## src/rtl/vcfg_pkg.sv

```systemverilog
// Shared widths and the stored vector type record.
// Assumes 32 vector registers and fixed code widths for the type fields.
package vcfg_pkg;
    localparam int SEW_CODE_W  = 3;
    localparam int LMUL_CODE_W = 2;
    localparam int REG_IDX_W   = 5;
    localparam int MAX_SEW_CODE = 3;
    localparam int MIN_SEW_LOG2 = 3;

    typedef struct packed {
        logic [SEW_CODE_W-1:0]  sew;
        logic [LMUL_CODE_W-1:0] lmul;
    } vtype_t;

    localparam vtype_t VTYPE_RESET = '{sew: '0, lmul: '0};
endpackage

```

## src/rtl/vcfg_decode.sv

```systemverilog
// Turns a width/grouping code pair into a legality flag and the maximum
// vector length. Assumes VLEN_LOG2 >= MIN_SEW_LOG2 + MAX_SEW_CODE so the
// shift never goes negative, and VL_W = VLEN_LOG2 + 1.
module vcfg_decode
    import vcfg_pkg::*;
#(
    parameter int VLEN_LOG2 = 8,
    parameter int VL_W      = VLEN_LOG2 + 1
) (
    input  vtype_t          code,
    output logic            legal,
    output logic [VL_W-1:0] vlmax
);
    localparam int SHAMT_W = $clog2(VLEN_LOG2 + 8) + 1;

    logic [SHAMT_W-1:0] shamt;

    // Legality of the width code and the power-of-two maximum length.
    always_comb begin
        legal = (int'(code.sew) <= MAX_SEW_CODE);
        shamt = SHAMT_W'(VLEN_LOG2) + SHAMT_W'(code.lmul)
              - SHAMT_W'(MIN_SEW_LOG2) - SHAMT_W'(code.sew);
        vlmax = legal ? ({{(VL_W-1){1'b0}}, 1'b1} << shamt) : '0;
    end
endmodule

```

## src/rtl/vcfg_grant.sv

```systemverilog
// Picks the granted length for a request and decides whether it may be
// applied. Assumes AVL_W >= VL_W.
module vcfg_grant #(
    parameter int AVL_W = 16,
    parameter int VL_W  = 9
) (
    input  logic [AVL_W-1:0] avl,
    input  logic             keep_vl,
    input  logic             type_legal,
    input  logic [VL_W-1:0]  vlmax,
    input  logic [VL_W-1:0]  cur_vl,
    output logic [VL_W-1:0]  grant_vl,
    output logic             accept_ok
);
    logic [AVL_W-1:0] vlmax_ext;

    // Clamp the request, or keep the current length if it still fits.
    always_comb begin
        vlmax_ext = AVL_W'(vlmax);
        if (keep_vl) begin
            grant_vl  = cur_vl;
            accept_ok = type_legal && (cur_vl <= vlmax);
        end else begin
            grant_vl  = (avl < vlmax_ext) ? avl[VL_W-1:0] : vlmax;
            accept_ok = type_legal;
        end
    end
endmodule

```

## src/rtl/vcfg_spec_check.sv

```systemverilog
// Flags each vector register specifier that is not a multiple of the
// current group size. Purely combinational on the data path; clock and
// reset only serve the assertions.
module vcfg_spec_check
    import vcfg_pkg::*;
#(
    parameter int NSPEC = 3
) (
    input  logic                       clk,
    input  logic                       rst_n,
    input  logic [LMUL_CODE_W-1:0]     lmul_code,
    input  logic [NSPEC*REG_IDX_W-1:0] spec_idx,
    output logic [NSPEC-1:0]           spec_bad
);
    logic [REG_IDX_W-1:0] low_mask;

    // Mask of the specifier bits that must be zero for alignment.
    always_comb low_mask = REG_IDX_W'((1 << lmul_code) - 1);

    for (genvar i = 0; i < NSPEC; i++) begin : g_spec
        logic [REG_IDX_W-1:0] idx;
        // Extract one specifier and test its low bits.
        always_comb begin
            idx         = spec_idx[i*REG_IDX_W +: REG_IDX_W];
            spec_bad[i] = |(idx & low_mask);
        end

        a_r8_reg_zero_aligned: assert property (@(posedge clk) disable iff (!rst_n)
            (idx == '0) |-> !spec_bad[i]);
        a_r8_no_group_never_bad: assert property (@(posedge clk) disable iff (!rst_n)
            (lmul_code == '0) |-> !spec_bad[i]);
    end
endmodule

```

## src/rtl/vcfg_unit.sv

```systemverilog
// Vector length and type configuration unit. Holds VL and the type,
// applies accepted set-length requests in one cycle, answers with a
// one-cycle response, and checks register specifiers against the
// current grouping. Synchronous active-low reset.
module vcfg_unit
    import vcfg_pkg::*;
#(
    parameter int VLEN_LOG2 = 8,
    parameter int AVL_W     = 16,
    parameter int NSPEC     = 3
) (
    input  logic                       clk,
    input  logic                       rst_n,
    input  logic                       cfg_valid,
    output logic                       cfg_ready,
    input  logic [AVL_W-1:0]           cfg_avl,
    input  logic                       cfg_keep_vl,
    input  logic [2:0]                 cfg_sew,
    input  logic [1:0]                 cfg_lmul,
    output logic                       rsp_valid,
    output logic [VLEN_LOG2:0]         rsp_vl,
    output logic                       rsp_illegal,
    output logic [VLEN_LOG2:0]         vl,
    output logic [2:0]                 vtype_sew,
    output logic [1:0]                 vtype_lmul,
    input  logic [NSPEC*5-1:0]         spec_idx,
    output logic [NSPEC-1:0]           spec_bad
);
    localparam int VL_W = VLEN_LOG2 + 1;

    vtype_t          vtype_q, req_type;
    logic [VL_W-1:0] vl_q, req_vlmax, cur_vlmax, grant_vl;
    logic            req_legal, cur_legal, accept_ok, accept;
    logic            ready_q, rsp_valid_q, rsp_ill_q;
    logic [VL_W-1:0] rsp_vl_q;

    // Pack the request type fields.
    always_comb req_type = '{sew: cfg_sew, lmul: cfg_lmul};

    vcfg_decode #(.VLEN_LOG2(VLEN_LOG2), .VL_W(VL_W)) u_req_dec (
        .code(req_type), .legal(req_legal), .vlmax(req_vlmax));

    vcfg_decode #(.VLEN_LOG2(VLEN_LOG2), .VL_W(VL_W)) u_cur_dec (
        .code(vtype_q), .legal(cur_legal), .vlmax(cur_vlmax));

    vcfg_grant #(.AVL_W(AVL_W), .VL_W(VL_W)) u_grant (
        .avl(cfg_avl), .keep_vl(cfg_keep_vl), .type_legal(req_legal),
        .vlmax(req_vlmax), .cur_vl(vl_q), .grant_vl(grant_vl),
        .accept_ok(accept_ok));

    vcfg_spec_check #(.NSPEC(NSPEC)) u_spec (
        .clk(clk), .rst_n(rst_n), .lmul_code(vtype_q.lmul),
        .spec_idx(spec_idx), .spec_bad(spec_bad));

    // Handshake: a request is taken when both sides agree.
    always_comb accept = cfg_valid && ready_q;

    // Architectural state: VL and type, updated only by a legal request.
    always_ff @(posedge clk) begin
        if (!rst_n) begin
            vl_q    <= '0;
            vtype_q <= VTYPE_RESET;
        end else if (accept && accept_ok) begin
            vl_q    <= grant_vl;
            vtype_q <= req_type;
        end
    end

    // Response register and ready flag.
    always_ff @(posedge clk) begin
        if (!rst_n) begin
            ready_q     <= 1'b0;
            rsp_valid_q <= 1'b0;
            rsp_ill_q   <= 1'b0;
            rsp_vl_q    <= '0;
        end else begin
            ready_q     <= 1'b1;
            rsp_valid_q <= accept;
            if (accept) begin
                rsp_ill_q <= !accept_ok;
                rsp_vl_q  <= accept_ok ? grant_vl : vl_q;
            end
        end
    end

    // Drive the outputs from the registers.
    always_comb begin
        cfg_ready   = ready_q;
        rsp_valid   = rsp_valid_q;
        rsp_vl      = rsp_vl_q;
        rsp_illegal = rsp_ill_q;
        vl          = vl_q;
        vtype_sew   = vtype_q.sew;
        vtype_lmul  = vtype_q.lmul;
    end

    a_r2_vl_within_max: assert property (@(posedge clk) disable iff (!rst_n)
        vl_q <= cur_vlmax);
    a_r4_stored_type_legal: assert property (@(posedge clk) disable iff (!rst_n)
        cur_legal);
    a_r4_reject_holds_state: assert property (@(posedge clk) disable iff (!rst_n)
        (rsp_valid_q && rsp_ill_q) |->
            (vl_q == $past(vl_q) && vtype_q == $past(vtype_q)));
    a_r5_keep_holds_vl: assert property (@(posedge clk) disable iff (!rst_n)
        (rsp_valid_q && $past(cfg_keep_vl)) |-> (vl_q == $past(vl_q)));
    a_r6_rsp_follows_accept: assert property (@(posedge clk) disable iff (!rst_n)
        rsp_valid_q |-> $past(cfg_valid && ready_q));
    a_r6_rsp_reports_vl: assert property (@(posedge clk) disable iff (!rst_n)
        rsp_valid_q |-> (rsp_vl_q == vl_q));
endmodule

```

## config.mk

```make
export PLATFORM = sky130hd
export DESIGN_NAME = vcfg_unit
export DESIGN_NICKNAME = d
export VERILOG_FILES = /design/src/rtl/vcfg_pkg.sv /design/src/rtl/vcfg_decode.sv /design/src/rtl/vcfg_grant.sv /design/src/rtl/vcfg_spec_check.sv /design/src/rtl/vcfg_unit.sv
export SDC_FILE = /design/constraint.sdc
export NUM_CORES = 1
export LEC_CHECK = 0
export BUFFER_PORTS_ARGS = -buffer_cell sky130_fd_sc_hd__buf_2
export CAP_MARGIN = 20
export CORE_MARGIN = 2
export CORE_UTILIZATION = 50
export DETAILED_ROUTE_END_ITERATION = 8
export GPL_ROUTABILITY_DRIVEN = 0
export PLACE_DENSITY = 0.84
export SYNTH_ARGS = -nofsm -noshare
export SYNTH_HDL_FRONTEND = slang
export SYNTH_HIERARCHICAL = 1
export SYNTH_SLANG_ARGS = --single-unit
```

## constraint.sdc

```tcl
create_clock -name clk -period 11.1 [get_ports clk]
set_input_delay 2.775 -clock clk [delete_from_list [all_inputs] [get_ports clk]]
set_output_delay 2.775 -clock clk [all_outputs]
set_load 0.01 [all_outputs]
```

# After elaboration in Yosys (flattened, before gate mapping)
# Cells that the tools add are included.
# op_classes
add_sub_neg	4
n_lt_le_gt_ge	3
shifts	2
muxes	6
bitwise	3
n_reduce_logical	7
# op_table
operator	count
2-to-1 mux 9 bit	4
< comparator 16 x 9 -> 1 bit	1
AND 5 bit	3
OR reduction 5 bit	3
subtractor 5 x 2 -> 5 bit, second input constant	2
less-or-equal comparator 9 bit	1
<< shifter 1 x 5 -> 9 bit, first input constant	1
adder 4 x 2 -> 5 bit, first input constant	1
<< shifter 1 x 2 -> 5 bit, first input constant	1
subtractor 5 x 3 -> 5 bit	1
less-or-equal comparator 3 x 2 -> 1 bit, second input constant	1
logical AND 1 bit	3
2-to-1 mux 1 bit	2
zero test 1 bit	1
# totals
ff_bits	26
input_bits	40
elab_cells	32

# Depth between registers and ports, before layout
# depth
depth_word	9
depth_mapped	19

# Modules after synthesis
# Netlist, hierarchy kept.
# modules_own_cells
module	n_inst	cells_per_inst	area_each_um2	seq_area_each_um2
vcfg_unit	1	110	1077.3	520.5
vcfg_grant	1	81	683.2	0.0
vcfg_decode	1	35	264.0	0.0
vcfg_spec_check	1	10	48.8	0.0

# Worst setup path before layout
# Ideal clock, no wire load.
# synth_timing
path_type	input port to flip-flop
start	input cfg_lmul[1]
end	register rsp_vl_q[0] (netlist: rsp_vl[0])
setup_time_ns	0.136
arrival_time_ns	5.868
required_time_ns	10.964
setup_slack_ns	5.096
cell_stages	17
path_buffers	1
cell_sequence	inv_1 ha_1 nor2b_2 fa_1 nor2_1 nand2_1 a211oi_1 inv_1 ha_1 a211o_1 a31oi_1 o21ai_0 a41o_1 buf_6 mux2_4 mux2i_1 a211oi_1
# synth_via
elab_chain_len	9
word_cells_on_any_way	12
cone_classes	add/sub: 3; order compare: 2; shift: 1; mux: 5; reduce/logical: 1
# synth_rtl
element	line	rtl
from (decl)	vcfg_unit.sv:19	input logic [1:0] cfg_lmul,
adder 4 x 2 -> 5 bit	vcfg_decode.sv:21	shamt = SHAMT_W'(VLEN_LOG2) + SHAMT_W'(code.lmul)
subtractor 5 x 2 -> 5 bit	vcfg_decode.sv:22	- SHAMT_W'(MIN_SEW_LOG2) - SHAMT_W'(code.sew);
subtractor 5 x 3 -> 5 bit	vcfg_decode.sv:22	
<< shifter 1 x 5 -> 9 bit	vcfg_decode.sv:23	vlmax = legal ? ({{(VL_W-1){1'b0}}, 1'b1} << shamt) : '0;
2-to-1 mux 9 bit	vcfg_decode.sv:23	
named net req_vlmax[2]	vcfg_unit.sv:32	logic [VL_W-1:0] vl_q, req_vlmax, cur_vlmax, grant_vl;
< comparator 16 x 9 -> 1 bit	vcfg_grant.sv:24	grant_vl = (avl < vlmax_ext) ? avl[VL_W-1:0] : vlmax;
2-to-1 mux 9 bit	vcfg_grant.sv:24	
2-to-1 mux 9 bit	vcfg_grant.sv:20	if (keep_vl) begin
named net grant_vl[0]	vcfg_unit.sv:32	
2-to-1 mux 9 bit	vcfg_unit.sv:81	rsp_vl_q <= accept_ok ? grant_vl : vl_q;
to (signal assigned)	vcfg_unit.sv:81	
to (decl)	vcfg_unit.sv:35	logic [VL_W-1:0] rsp_vl_q;
# The timed path passes the listed nets, and every way through them passes these cells.
# A chain may end at the register's enable or synchronous reset.

# Worst setup path in the final report
# layout_timing
start	input cfg_lmul[1]
end	register vtype_q (netlist bit vtype_sew[1])
# layout_via
elab_chain_len	9
# layout_rtl
element	line	rtl
adder 4 x 2 -> 5 bit	vcfg_decode.sv:21	
subtractor 5 x 2 -> 5 bit	vcfg_decode.sv:22	
subtractor 5 x 3 -> 5 bit	vcfg_decode.sv:22	
<< shifter 1 x 5 -> 9 bit	vcfg_decode.sv:23	
2-to-1 mux 9 bit	vcfg_decode.sv:23	
named net req_vlmax[4]	vcfg_unit.sv:32	
less-or-equal comparator 9 bit	vcfg_grant.sv:22	accept_ok = type_legal && (cur_vl <= vlmax);
logical AND 1 bit	vcfg_grant.sv:22	
2-to-1 mux 1 bit	vcfg_grant.sv:20	
named net accept_ok	vcfg_unit.sv:33	logic req_legal, cur_legal, accept_ok, accept;
logical AND 1 bit	vcfg_unit.sv:63	end else if (accept && accept_ok) begin
to (signal assigned)	vcfg_unit.sv:65	vtype_q <= req_type;
to (decl)	vcfg_unit.sv:31	vtype_t vtype_q, req_type;
# The timed path passes the listed nets, and every way through them passes these cells.

==> run summary <==
Status: completed
Htree depth: 1
Crit Path Class: in -> reg
DIE WIDTH: 68.40 um
DP Area: 2352 um^2
Layout cells sized above 1: 28.62%
Number of global-route vias before repair: 1652
Die span in y: 68.40 um
Top-count cell post-synth: nand2_1
Post-Synth Simple-Gate Area: 15.87%
Drt drc: 0
Nets: 355
Largest family of logic cells by synthesized area: multiplexers
Slew HR: 61.06%
Vias: 1867
Yosys warns: 6
Worst r2r src: vl[5]
Worst skew pair latency: 0.27 ns
Max Cap Violations: 0
Design area: 2424 um^2
Mux share of post-synthesis cell area: 18.17%
Clock period minus worst slack: 6.510 ns
Peak Freq: 153.6 MHz
Initial DRC Count: 50
Slew Limit Fails: 0
Register area: 520.5 um^2
Via/cell ratio: 5.491
GR Util All Layers: 19.58%
Mapped Area: 2073 um^2
CP Max Fanout: 15
Crit path from: cfg_lmul[1]
Area of the multi-input gates: 1403 um^2
Post-Synth XOR/XNOR Area: 0.8449%
Total power: 0.0002279 W
Initial Util: 51.83%
FF+latch count, synth: 26
Dpl hpwl: 3707 um
Num Clock Sinks: 26
Synth area leaders: dfxtp_1 (25%), ha_1 (14%), mux2i_1 (11%)
Row count: 23
VDD IR max: 0.05731 mV
IO Count: 69
Worst EP arrival: 6.70 ns
Setup_tns: 0 ns
Largest net degree at the start of global routing: 32
Hold_buf cts: 0
Mapped Cells: 236
Post-Synth Adder-Cell Area: 14.85%
Crit path to: vtype_sew[1]
First-pass GRT wire length: 7113 um
First-pass DRT Iterations: 4
CTS tree: built
PwrDens: 94.03 nW/um^2
Count of cells resized by post-cts repair: 0
CTS clock-pin slew for the worst setup and hold paths: 0.08 ns
ANT nets after route: 0
Leakage: 1.074 nW
Yosys cell types: 44
Fillers: 356
R2R Path End: vtype_sew[1]
CTS Buf Count: 3
Clk root buf: clkbuf_8
CORE AREA: 4000 um^2
Actual slew at the worst max-slew pin: 0.5841 ns
Post-synth ARST share: 0%
Post-synth top flop: dfxtp_1
CP Capture Type: flop
Period utilisation layout: 58.65%
Port buffer count: 62
Area delta synth->final: 16.90%
Wire per inst: 13.44 um
Full die area: 4678 um^2
Most instantiated cells after synthesis: nand2_1 (40), dfxtp_1 (26), ha_1 (23), mux2i_1 (23), a21oi_1 (17)
Overflow left after global routing: 0
Critical Path Source Type: primary input
Antenna cells: 0
Clock buffer depth: 2
Post-synth EDFFs: 0
Setup violators final: 0
Length in cells of the worst reg-to-reg path: 8
Final number of hold-violating endpoints: 0
Yosys top cell area share: 25.11%
Synth Area in Compound Gates: 17.92%
R2R Setup Slk: 8.53 ns
Syn Area/Cell: 8.785 um^2
Mapped Nets: 300
Hold Crit Class: reg -> reg
Critical path required time: 11.29 ns
Postcts setup bufs: 0
Util after Layout: 60.59%
RSZ-0062 raised after global routing: no
Initial antenna violation count: 0
Routed Wire Length: 4568 um
Clock Skew: 0.006978 ns
Area leader, netlist: dfxtp_1
Seq/Total Area, Yosys: 25.11%
## routing by layer
metal	vias to the layer above	global-route usage [%]	share of wire, %
met5	-	0	0
met3	6	0.6579	3.7
met4	0	5.500	1.1
li1	956	-	-
met2	52	34.98	51
met1	853	25.47	44
## worst max-delay path, cell delays in order
cell	delay, ns
buf_2	0.08
inv_1	0.04
ha_1	0.34
nor2b_2	0.08
fa_1	0.38
nor2_1	0.32
nand2_1	0.13
nor4_1	0.35
inv_1	0.16
ha_1	0.33
and3_1	0.16
o21ai_0	0.08
a31oi_1	0.11
nor3_1	0.14
o21a_1	0.51
and3_4	0.49
mux2i_1	0.23
## layout make-up
type,instances,share of cell area [%]
flip-flops and latches,26,21.48
multi-input cells,183,57.87
inverters,15,2.323
clock inverters,1,1.239
clock buffers,3,1.704
repair buffers,62,12.80
well taps,50,2.581
## sequential cells by signal, indices dropped and copies added (netlist names)
name / count
rsp_valid: 1
vtype_sew: 3
vl: 9
rsp_illegal: 1
vtype_lmul: 2
rsp_vl: 9
cfg_ready: 1
## logic make-up (layout without fill, tap and decap cells)
kind of cell	after synthesis	after routing
xor gates and xnor gates	2	2
buffers and inverters	27	81
AOI/OAI and AO/OA	57	57
DFF	26	26
adders and majority gates	24	24
and+or+nand+nor	67	67
muxes	33	33
## placed cells by master, fill, tap and decap left out, drive strengths merged
cell type / instances
buf: 62
nand2: 40
dfxtp: 26
mux2i: 23
ha: 23
a21oi: 17
o21ai: 17
inv: 14
a211oi: 11
mux2: 10
nand3: 6
nor3: 5
clkbuf: 3
and3: 3
nand2b: 2
a31oi: 2
o211ai: 2
o21a: 2
nor4: 2
a2111oi: 2
nor2b: 2
and2: 1
clkinv: 1
bufinv: 1
a211o: 1
or4: 1
a41o: 1
and4: 1
nand4: 1
a21o: 1
nor2: 1
a21boi: 1
xor2: 1
xnor2: 1
or3: 1
nand3b: 1
fa: 1
## per-stage QoR
step           worst slack (ns)  std cells  hold slack [ns]
2_1_floorplan             5.096        236           0.4790
3_3_place_gp              4.457        336           0.4415
3_5_place_dp              4.316        336           0.4475
4_1_cts                   4.631        340           0.4594
5_1_grt                   4.247        340           0.4781
6_report                  4.590        340           0.4580
## power breakdown
part | switching, W | leakage, nW | internal [W]
clock network | 0.0000285 | 0.0357 | 0.0000482
registers | 0.00000238 | 0.212 | 0.0000965
logic | 0.0000294 | 0.826 | 0.0000229
total | 0.0000603 | 1.07 | 0.000168
## worst min-delay path by stage
| stage | from | end | slack (ns) | cells past startpoint |
|---|---|---|---|---|
| final | vtype_sew[2] | vtype_sew[2] | 0.46 | 2 |
| after detailed placement | vtype_sew[2] | vtype_sew[2] | 0.45 | 2 |
| after global placement | vtype_sew[2] | vtype_sew[2] | 0.44 | 2 |
| after global routing | vtype_sew[2] | vtype_sew[2] | 0.48 | 2 |
| after CTS | vtype_sew[2] | vtype_sew[2] | 0.46 | 2 |
| after floorplan | vtype_sew[0] | vtype_sew[0] | 0.48 | 2 |
Power figures use the tool's default switching activity.
